<file path="config.mk">
export PLATFORM = sky130hd
export DESIGN_NAME = rtc_update_ctrl
export DESIGN_NICKNAME = d
export VERILOG_FILES = /design/src/rtl/rtc_pkg.sv /design/src/rtl/rtc_update_seq.sv /design/src/rtl/rtc_time_adv.sv /design/src/rtl/rtc_alarm_cmp.sv /design/src/rtl/rtc_update_ctrl.sv
export SDC_FILE = /design/constraint.sdc
export NUM_CORES = 1
export LEC_CHECK = 0
export BUFFER_PORTS_ARGS = -buffer_cell sky130_fd_sc_hd__buf_2
export CORE_MARGIN = 8
export CORE_UTILIZATION = 40
export CTS_CLUSTER_SIZE = 30
export DETAILED_ROUTE_END_ITERATION = 8
export PLACE_DENSITY = 0.63
export SYNTH_ARGS = -nofsm -noshare
export SYNTH_HDL_FRONTEND = slang
export SYNTH_SLANG_ARGS = --single-unit
</file>
<file path="constraint.sdc">
create_clock -name clk_i -period 6.45 [get_ports clk_i]
set_input_delay 0.3225 -clock clk_i [delete_from_list [all_inputs] [get_ports clk_i]]
set_output_delay 0.3225 -clock clk_i [all_outputs]
set_load 0.05 [all_outputs]
</file>
<file path="src/rtl/rtc_pkg.sv">
package rtc_pkg;
  localparam int NUM_TIME = 7;
  localparam int NUM_ALM  = 3;

  localparam int IDX_SEC  = 0;
  localparam int IDX_MIN  = 1;
  localparam int IDX_HOUR = 2;
  localparam int IDX_DOW  = 3;
  localparam int IDX_DATE = 4;
  localparam int IDX_MON  = 5;
  localparam int IDX_YEAR = 6;

  localparam logic [3:0] ADDR_ALM0 = 4'h7;
  localparam logic [3:0] ADDR_CTRL = 4'hA;
  localparam logic [3:0] ADDR_STAT = 4'hB;
  localparam logic [3:0] ADDR_UIP  = 4'hC;

  typedef logic [NUM_TIME-1:0][7:0] time_t;
  typedef logic [NUM_ALM-1:0][7:0]  alarm_t;

  function automatic logic [7:0] bcd_inc(input logic [7:0] v);
    if (v[3:0] == 4'd9) return {v[7:4] + 4'd1, 4'd0};
    else                return v + 8'd1;
  endfunction

  function automatic logic [7:0] bcd_to_bin(input logic [7:0] v);
    return ({4'd0, v[7:4]} * 8'd10) + {4'd0, v[3:0]};
  endfunction

  function automatic logic [7:0] month_last(input logic [7:0] mon, input logic [7:0] yr);
    logic [7:0] yb;
    yb = bcd_to_bin(yr);
    case (mon)
      8'h02:                      return (yb[1:0] == 2'd0) ? 8'h29 : 8'h28;
      8'h04, 8'h06, 8'h09, 8'h11: return 8'h30;
      default:                    return 8'h31;
    endcase
  endfunction
endpackage

</file>
<file path="src/rtl/rtc_update_seq.sv">
module rtc_update_seq #(
  parameter int LEAD_TICKS = 1
) (
  input  logic clk_i,
  input  logic rst_ni,
  input  logic sec_tick_i,
  input  logic tb_tick_i,
  output logic uip_o,
  output logic adv_o,
  output logic xfer_o
);
  localparam int CW = $clog2(LEAD_TICKS + 1);
  localparam logic [CW-1:0] LAST = CW'(LEAD_TICKS - 1);

  logic          uip_q, xfer_q;
  logic [CW-1:0] cnt_q;

  assign adv_o  = uip_q && !xfer_q && tb_tick_i && (cnt_q == LAST);
  assign uip_o  = uip_q;
  assign xfer_o = xfer_q;

  always_ff @(posedge clk_i or negedge rst_ni) begin
    if (!rst_ni) begin
      uip_q  <= 1'b0;
      xfer_q <= 1'b0;
      cnt_q  <= '0;
    end else if (xfer_q) begin
      uip_q  <= 1'b0;
      xfer_q <= 1'b0;
    end else if (uip_q) begin
      if (tb_tick_i) begin
        cnt_q <= cnt_q + 1'b1;
        if (cnt_q == LAST) xfer_q <= 1'b1;
      end
    end else if (sec_tick_i) begin
      uip_q <= 1'b1;
      cnt_q <= '0;
    end
  end

  AST_XFER_IN_UIP: assert property (@(posedge clk_i) disable iff (!rst_ni)
    xfer_o |-> uip_o);
  AST_UIP_DROPS: assert property (@(posedge clk_i) disable iff (!rst_ni)
    xfer_o |=> !uip_o);
  AST_IDLE_TICK: assert property (@(posedge clk_i) disable iff (!rst_ni)
    !uip_o && !sec_tick_i |=> !uip_o);
endmodule

</file>
<file path="src/rtl/rtc_time_adv.sv">
module rtc_time_adv
  import rtc_pkg::*;
(
  input  time_t cur_i,
  output time_t nxt_o
);
  logic c_min, c_hour, c_day, c_mon, c_year;

  always_comb begin
    nxt_o  = cur_i;
    c_min  = (cur_i[IDX_SEC] == 8'h59);
    nxt_o[IDX_SEC] = c_min ? 8'h00 : bcd_inc(cur_i[IDX_SEC]);
    c_hour = c_min && (cur_i[IDX_MIN] == 8'h59);
    if (c_min) nxt_o[IDX_MIN] = (cur_i[IDX_MIN] == 8'h59) ? 8'h00 : bcd_inc(cur_i[IDX_MIN]);
    c_day  = c_hour && (cur_i[IDX_HOUR] == 8'h23);
    if (c_hour) nxt_o[IDX_HOUR] = (cur_i[IDX_HOUR] == 8'h23) ? 8'h00 : bcd_inc(cur_i[IDX_HOUR]);
    if (c_day) nxt_o[IDX_DOW] = (cur_i[IDX_DOW] == 8'h07) ? 8'h01 : bcd_inc(cur_i[IDX_DOW]);
    c_mon  = c_day && (cur_i[IDX_DATE] == month_last(cur_i[IDX_MON], cur_i[IDX_YEAR]));
    if (c_day) nxt_o[IDX_DATE] = c_mon ? 8'h01 : bcd_inc(cur_i[IDX_DATE]);
    c_year = c_mon && (cur_i[IDX_MON] == 8'h12);
    if (c_mon) nxt_o[IDX_MON] = c_year ? 8'h01 : bcd_inc(cur_i[IDX_MON]);
    if (c_year) nxt_o[IDX_YEAR] = (cur_i[IDX_YEAR] == 8'h99) ? 8'h00 : bcd_inc(cur_i[IDX_YEAR]);
  end
endmodule

</file>
<file path="src/rtl/rtc_alarm_cmp.sv">
module rtc_alarm_cmp
  import rtc_pkg::*;
(
  input  time_t  time_i,
  input  alarm_t alm_i,
  output logic   hit_o
);
  logic [NUM_ALM-1:0] match;

  for (genvar i = 0; i < NUM_ALM; i++) begin : g_cmp
    assign match[i] = (alm_i[i][7:6] == 2'b11) || (alm_i[i] == time_i[i]);
  end

  assign hit_o = &match;
endmodule

</file>
<file path="src/rtl/rtc_update_ctrl.sv">
module rtc_update_ctrl
  import rtc_pkg::*;
#(
  parameter int LEAD_TICKS = 1
) (
  input  logic       clk_i,
  input  logic       rst_ni,
  input  logic       sec_tick_i,
  input  logic       tb_tick_i,
  input  logic       per_evt_i,
  input  logic       we_i,
  input  logic       re_i,
  input  logic [3:0] addr_i,
  input  logic [7:0] wdata_i,
  output logic [7:0] rdata_o,
  output logic       uip_o,
  output logic       irq_no
);
  localparam time_t RST_TIME = {8'h00, 8'h01, 8'h01, 8'h01, 8'h00, 8'h00, 8'h00};

  time_t      int_q, usr_q, int_d, usr_d, nxt;
  alarm_t     alm_q;
  logic [7:0] ctrl_q, rdata_q;
  logic       uf_q, af_q, pf_q;
  logic       adv, xfer, hit, stat_rd, wr_time, irq;
  logic       set_q;

  assign set_q   = ctrl_q[0];
  assign stat_rd = re_i && (addr_i == ADDR_STAT);
  assign wr_time = we_i && set_q && (addr_i < 4'd7);
  assign irq     = (uf_q && ctrl_q[1]) || (af_q && ctrl_q[2]) || (pf_q && ctrl_q[3]);
  assign irq_no  = ~irq;
  assign rdata_o = rdata_q;

  rtc_update_seq #(.LEAD_TICKS(LEAD_TICKS)) u_seq (
    .clk_i(clk_i), .rst_ni(rst_ni), .sec_tick_i(sec_tick_i), .tb_tick_i(tb_tick_i),
    .uip_o(uip_o), .adv_o(adv), .xfer_o(xfer)
  );

  rtc_time_adv u_adv (.cur_i(int_q), .nxt_o(nxt));

  rtc_alarm_cmp u_alm (.time_i(int_q), .alm_i(alm_q), .hit_o(hit));

  always_comb begin
    int_d = adv ? nxt : int_q;
    usr_d = usr_q;
    if (xfer && !set_q) usr_d = int_q;
    if (wr_time) begin
      int_d[addr_i[2:0]] = wdata_i;
      usr_d[addr_i[2:0]] = wdata_i;
    end
  end

  always_ff @(posedge clk_i or negedge rst_ni) begin
    if (!rst_ni) begin
      int_q  <= RST_TIME;
      usr_q  <= RST_TIME;
      alm_q  <= '0;
      ctrl_q <= '0;
      uf_q   <= 1'b0;
      af_q   <= 1'b0;
      pf_q   <= 1'b0;
    end else begin
      int_q <= int_d;
      usr_q <= usr_d;
      if (we_i && addr_i == ADDR_CTRL) ctrl_q <= wdata_i;
      if (we_i && addr_i >= ADDR_ALM0 && addr_i < ADDR_CTRL)
        alm_q[addr_i - ADDR_ALM0] <= wdata_i;
      uf_q <= (uf_q && !stat_rd) || xfer;
      af_q <= (af_q && !stat_rd) || (xfer && hit);
      pf_q <= (pf_q && !stat_rd) || per_evt_i;
    end
  end

  always_ff @(posedge clk_i or negedge rst_ni) begin
    if (!rst_ni) begin
      rdata_q <= '0;
    end else if (re_i) begin
      case (addr_i)
        4'h0, 4'h1, 4'h2, 4'h3, 4'h4, 4'h5, 4'h6: rdata_q <= usr_q[addr_i[2:0]];
        4'h7, 4'h8, 4'h9: rdata_q <= alm_q[addr_i - ADDR_ALM0];
        ADDR_CTRL:        rdata_q <= ctrl_q;
        ADDR_STAT:        rdata_q <= {irq, pf_q, af_q, uf_q, 4'h0};
        ADDR_UIP:         rdata_q <= {7'd0, uip_o};
        default:          rdata_q <= 8'h00;
      endcase
    end
  end

  AST_USR_CHANGE_SRC: assert property (@(posedge clk_i) disable iff (!rst_ni)
    !$stable(usr_q) |-> $past(xfer) || $past(we_i));
  AST_FREEZE_HOLD: assert property (@(posedge clk_i) disable iff (!rst_ni)
    set_q && !we_i |=> $stable(usr_q));
  AST_STAT_CLEAR: assert property (@(posedge clk_i) disable iff (!rst_ni)
    stat_rd && !xfer && !per_evt_i |=> !uf_q && !af_q && !pf_q);
  AST_UF_EVERY_UPD: assert property (@(posedge clk_i) disable iff (!rst_ni)
    xfer |=> uf_q);
endmodule

</file>
==> flow_summary.toml, run 1 <==
[power_and_ir_drop]
intPower_mw = 2.334
p_switching_mw = 1.378
p_per_area_nw_per_um2 = 357.9
power_switching_share_pct = 37.11
p_seq_share_pct = 45.4
max-vdd-ir-drop_v = 0.0002129
clock_power_share_pct = 26.9
pwr-share-comb_pct = 27.7
p_leak_nw = 4.425
finalPower_mw = 3.712

[hold_path]
min_to = "pf_q"
hold_class = "primary input to flop"
hold_depth = 2
hp-start = "per_evt_i"

[route]
routedWlPerCell_microns = 20.06
drc = 0
drtAntennaViolNets = 0
drt_first_pass_iters = 5
drtIter0Drc = 929
via_per_inst = 5.840
vias = 8083
wl_microns = 27770

[yosys]
synth_warnings = 0
ys_types = 73
synth_seq_cells = 158
synth_area_sq_um = 9510
synthArstFlopShare_pct = 100.0
ys.flop_type = "dfrtp_1"
syn_inst = 1072
synth_edf_count = 0
ys_seq_area_share_pct = 41.65
synthesis.nets = 1123
avgSynthCellArea_sq_um = 8.872

[placed_design]
port_buffers = 28
place_area_sq_um = 9781
place.gp.congestion = 0.8619
dp_cells = 1351
post-dp-hpwl_microns = 18940

[clocking]
cts_sinks = 158
cts_root_buf = "clkbuf_16"
cts_tree = "yes"
worstSkewPairLatency_ns = 0.43
clk_pin_slew_ns = 0.06
cts_resized = 0
cts-buffers-inserted = 17
cts_buffer_depth = 2
htreeDepth = 4

[critical_path]
startpoint_type = "flop"
worstPathRequired_ns = 6.79
timing.reg2reg.worst_path_depth = 6
critical_path_class = "flop to flop"
r2r_slack_ns = 3.06
worstPathArrival_ns = 3.73
crit_path_end_kind = "flop"
r2r-end = "int_q[53]"
r2r_start = "u_seq.xfer_o"
crit_fanout = 16

[grt]
grt.total_usage_pct = 19.37
grt_start_max_net_pins = 87
grt_pass1_vias = 7676
antenna_found_initial = 0
gr-total-overflow = 0
grt_pass1_wl_microns = 43700

[timing]
rsz0062_at_grt = "no"
fin_crit_ns = 3.394
setup_viol = 0
slew_viol_final = 0
period_share_pct = 52.63
finalHoldViolations = 0
tns_ns = 0
max_freq_mhz = 294.6
fin_worst_skew_ns = 0.01060
max-slew-margin-rel_pct = 35.41
tightest_slew_ns = 0.9661

[finish]
antenna_cells = 0
drive_gt1_share_pct = 11.64
area_growth_pct = 9.038
final_core_util_pct = 44.31
finalInstanceArea_sq_um = 10370
nets = 1103
fill_cells = 2310
final-instance-count-excl-fill = 1384

[die]
io_pins = 29
die-area_sq_um = 28970
die_y_microns = 170.2
core_area_sq_um = 23400
rows = 56
dieWidth_microns = 170.2
initial_core_util_pct = 40.64

[run]
max_cap_viol_count = 0

[status]
status = "complete, no violations"
==> worst max-delay path: stages, from the launching register on <==
cell	delay [ns]
dfrtp_1	0.46
nand4bb_1	0.73
or3_4	0.70
a211oi_4	0.37
nand4_4	0.29
or4b_1	0.56
a41oi_2	0.19
==> Yosys cell counts, types with 6 or more instances <==
master      n  area (sq um)
a22oi_1     7         52.55
inv_1      28         105.1
buf_2       8         40.04
dfstp_2     6         157.7
a21oi_1    62         310.3
clkbuf_1   52         195.2
or3_1      11         68.82
mux2_2     31         349.1
ha_1       32         400.4
a31oi_1    67         419.2
xor2_1     22         192.7
mux2i_1    30         300.3
xnor2_1    19         166.4
dfrtp_1   152          3804
nor3_1     31         155.2
o21ai_0    58         290.3
and3_1      8         50.05
nor2_1     98         367.9
nand4_1    14         87.58
nand2_1   175         656.9
nor3b_1     9         67.56
o211ai_1   10         75.07
nand3_1    22         110.1
nand2b_1    7         43.79
nor2b_1     7         43.79
==> cell type report <==
type / instances / area [sq um] / area share, %
repair buffers: 33 / 186.4 / 1.798
clock buffers: 22 / 464.2 / 4.476
well taps: 319 / 399.1 / 3.849
multi-input cells: 813 / 5135 / 49.52
clock inverters: 10 / 115.1 / 1.110
inverters: 29 / 108.9 / 1.050
flip-flops and latches: 158 / 3961 / 38.20
==> metal layers <==
metal	part of all wire, %	GRT usage, %	vias up
met3	7.1	3.777	52
met1	46	27.29	3952
met5	0	0	-
met2	44	28.95	289
met4	2.7	7.323	0
li1	-	-	3790
==> sequential cells by signal, summed over array words and instances (netlist names) <==
| signal | cells |
|---|---|
| u_seq.uip_o | 1 |
| u_seq.xfer_o | 1 |
| af_q | 1 |
| u_seq.cnt_q | 1 |
| rdata_o | 8 |
| pf_q | 1 |
| usr_q | 56 |
| alm_q | 24 |
| ctrl_q | 8 |
| int_q | 56 |
| uf_q | 1 |
==> per-stage QoR <==
stage / hold slack [ns] / setup slack [ns]
3_3_place_gp: 0.4500 / 3.184
6_report: 0.08456 / 3.056
5_1_grt: 0.07105 / 2.955
3_5_place_dp: 0.4506 / 3.167
4_1_cts: 0.06735 / 3.149
2_1_floorplan: 0.02691 / 3.973
==> cells in the final DEF (no fill, tap or decap), types with 4 or more instances in the layout <==
master      instances
a21oi_1            62
a222oi_1            4
a22oi_1             7
a31oi_1            67
and2_1              5
and3_1              8
buf_2              27
buf_4               4
clkbuf_16          17
clkinvlp_4          6
dfrtp_1           152
dfstp_2             6
ha_1               32
inv_1              28
mux2_2             31
mux2i_1            30
mux4_2              5
nand2_1           175
nand2b_1            6
nand3_1            22
nand4_1            14
nor2_1             98
nor2b_1             6
nor3_1             31
nor3b_1             9
nor4_1              5
nor4b_1             5
o211ai_1           10
o21ai_0            58
o22ai_1             5
or2_2               4
or3_1              11
xnor2_1            19
xor2_1             22
==> cell families after synthesis <==
| family | count (synthesis) | share of synthesized area, % |
|---|---|---|
| AO/OA/AOI/OAI | 246 | 15.93 |
| XOR/XNOR | 41 | 3.776 |
| adder cells (fa/ha/maj) | 32 | 4.210 |
| buffers and inverters | 101 | 4.460 |
| flip-flops | 158 | 41.65 |
| multiplexers | 66 | 8.012 |
| AND/OR/NAND/NOR | 428 | 21.96 |
==> power groups by stage <==
| stage | clock network, mW | registers [mW] | logic, mW |
|---|---|---|---|
| 2_1_floorplan | 0 | 1.54 | 0.821 |
| 3_3_place_gp | 0 | 1.69 | 1.00 |
| 3_5_place_dp | 0 | 1.69 | 1.02 |
| 4_1_cts | 1.02 | 1.68 | 1.02 |
| 5_1_grt | 1.05 | 1.72 | 1.14 |
| 6_report | 0.997 | 1.69 | 1.03 |
==> worst max path at each step <==
| stage | start | endpoint | slack, ns | depth (start not counted) |
|---|---|---|---|---|
| after global placement | u_seq.xfer_o | int_q[53] | 3.18 | 6 |
| after floorplan | int_q[45] | int_q[46] | 3.97 | 9 |
| after global routing | u_seq.xfer_o | int_q[22] | 2.96 | 6 |
| after CTS | u_seq.xfer_o | int_q[53] | 3.15 | 6 |
| after detailed placement | u_seq.xfer_o | int_q[53] | 3.17 | 6 |
| final | u_seq.xfer_o | int_q[53] | 3.06 | 6 |
==> repair_timing <==
item | in CTS | in global routing
endpoints found under the hold margin | 33 | 0
hold buffers | 1 | 0
setup buffers | 0 | 0
(Power assumes the default switching activity.)
==> inputs of run 2 (changes only) <==
Settings changed: PLACE_DENSITY 0.63 to 0.65.
Clock period 6.45 ns to 2.9 ns, I/O delays scaled along.
==> run 2 against run 1 <==
Net effect:
- clock skew up 0.0082 ns
- global-route usage rose by 0.52 points
- final area rose by 2.8%
- die area stayed put
- power rose by 130%
- clock power increased by 130%
- core utilization is 1.3 points higher
- flip-flop and latch count is the same
- wire length is 0.85% higher
- sequential share of layout area shrank 1.1 points
- count of clock-buffer cells in the layout down 1
==> flow_summary.toml, run 2 (same netlist as run 1, synthesis figures left out) <==
[critical_path]
cp_num_buf_inv = 0
cp_slowest_cell = "or4b_1"
worstPathArrival_ns = 3.07
timing.reg2reg.worst_path_depth = 7
startpoint_type = "flop"
crit_fanout = 16
cp_common_cell = "nand4_4"
crit_cells = 7
crit_path_end_kind = "flop"
worstPathCellList = "ha_1, or3b_4, or4_4, nand4_4, nand4_4, or4b_1, a41oi_2"
critPathMaxStageDelay_ns = 0.54
critPathTopFamily = "simple AND/OR/NAND/NOR gates"
worstPathRequired_ns = 3.25
critical_path_class = "flop to flop"

[route]
drtIter0Drc = 845
via_per_inst = 5.810
drtAntennaViolNets = 0
routedWlPerCell_microns = 19.76
drc = 0
vias = 8233
drt_first_pass_iters = 7
wl_microns = 28000

[grt]
gr-total-overflow = 0
grt.total_usage_pct = 19.90
grt_pass1_wl_microns = 44640
grt_start_max_net_pins = 66
grt_pass1_vias = 7861
antenna_found_initial = 0

[power_and_ir_drop]
p_per_area_nw_per_um2 = 787.6
p_leak_nw = 4.617
max-vdd-ir-drop_v = 0.0003844

[timing]
slew_viol_final = 0
max-slew-margin-rel_pct = 31.61
period_share_pct = 93.74
fin_crit_ns = 2.718
max_freq_mhz = 367.9
finalHoldViolations = 0
rsz0062_at_grt = "no"
fin_worst_skew_ns = 0.01880
tns_ns = 0
setup_viol = 0
tightest_slew_ns = 1.026

[finish]
final_cell_mix = "nand2_1 (175), dfrtp_1 (152), nor2_1 (98)"
drive_gt1_share_pct = 14.39
reg.largest.list = "int_q x56, usr_q x56, alm_q x24"
antenna_cells = 0
area_growth_pct = 12.13
nets = 1136
final_common_cell = "nand2_1"
final-instance-count-excl-fill = 1417

[die]
die-area_sq_um = 28970
core_area_sq_um = 23400
initial_core_util_pct = 40.64
dieWidth_microns = 170.2
rows = 56
io_pins = 29
die_y_microns = 170.2

[clocking]
cts_sinks = 158
clk_pin_slew_ns = 0.07
cts_tree = "yes"
cts-buffers-inserted = 17
worstSkewPairLatency_ns = 0.44
cts_root_buf = "clkbuf_16"
cts_buffer_depth = 2
htreeDepth = 4

[run]
max_cap_viol_count = 0

[status]
status = "complete, no violations"

[placed_design]
post-dp-hpwl_microns = 19390
place.gp.congestion = 0.9066
dp_cells = 1380
port_buffers = 28

[hold_path]
hold_depth = 4
hold_class = "primary input to flop"
-- run 2: cell types whose count changed in the layout (fill, tap and decap cells not counted), sizes merged --
| cell | before | now |
|---|---|---|
| dlygate4sd3 | 1 | 3 |
| clkbuf | 22 | 21 |
| inv | 28 | 29 |
| buf | 32 | 63 |
| clkinv | 3 | 7 |
| clkinvlp | 6 | 2 |
-- run 2: repair_timing --
| item | in CTS | in global routing |
|---|---|---|
| hold endpoints to repair | 64 | 0 |
| endpoints found under the setup margin | 0 | 6 |
| resized for setup | 0 | 1 |
| buffers inserted | 0 | 2 |
| hold buffers | 3 | 0 |
-- run 2: power by group --
part           switching [mW]  internal [mW]  leakage [nW]  total [mW]
clock                   0.956           1.34         0.290        2.30
sequential              0.778           2.87          1.97        3.65
combinational            1.36           1.09          2.36        2.45
total                    3.09           5.30          4.62        8.40
-- run 2: worst min-delay path, stage by stage --
cell,delay (ns)
buf_2,0.10
nor2b_1,0.04
o21ai_0,0.13
nand2_1,0.05
-- run 2: through the flow --
stage          hold slack, ns  setup slack (ns)  utilization (%)  power, mW  instance area (sq um)
3_5_place_dp           0.1818            0.1523            42.78      6.086                  10010
4_1_cts               0.07178            0.1168            45.48      8.410                  10640
3_3_place_gp           0.1789            0.1967            42.78      6.030                  10010
6_report              0.07968            0.1816            45.57      8.399                  10660
2_1_floorplan         -0.1506            0.4225                -      5.240                   9510
5_1_grt               0.09535           0.03420            45.57      8.908                  10660
-- run 2: per-layer routing --
layer | up-vias | GRT usage, % | wire length [microns]
met4 | 0 | 7.590 | 825
met1 | 3999 | 27.52 | 12840
li1 | 3863 | - | -
met5 | - | 0 | 0
met3 | 51 | 4.703 | 2014
met2 | 320 | 29.69 | 12330
-- run 2: final timing paths --
check                            from           to  slack (ns)
setup / recovery            int_q[44]    int_q[53]        0.18
hold / removal              tb_tick_i  u_seq.cnt_q        0.08
setup reg to reg            int_q[44]    int_q[53]        0.18
hold reg to reg            rdata_o[7]   rdata_o[7]        0.49
max in group asynchronous      rst_ni    usr_q[32]        1.78
min in group asynchronous      rst_ni  u_seq.cnt_q        0.27
-- run 2: cell type report --
type                    instances  area [sq um]
well taps                     319         399.1
flip-flops and latches        158          3961
clock inverters                11         132.6
clock buffers                  21         470.5
inverters                      29         108.9
multi-input cells             813          5140
repair buffers                 66         451.7
fillers                      2269         12740
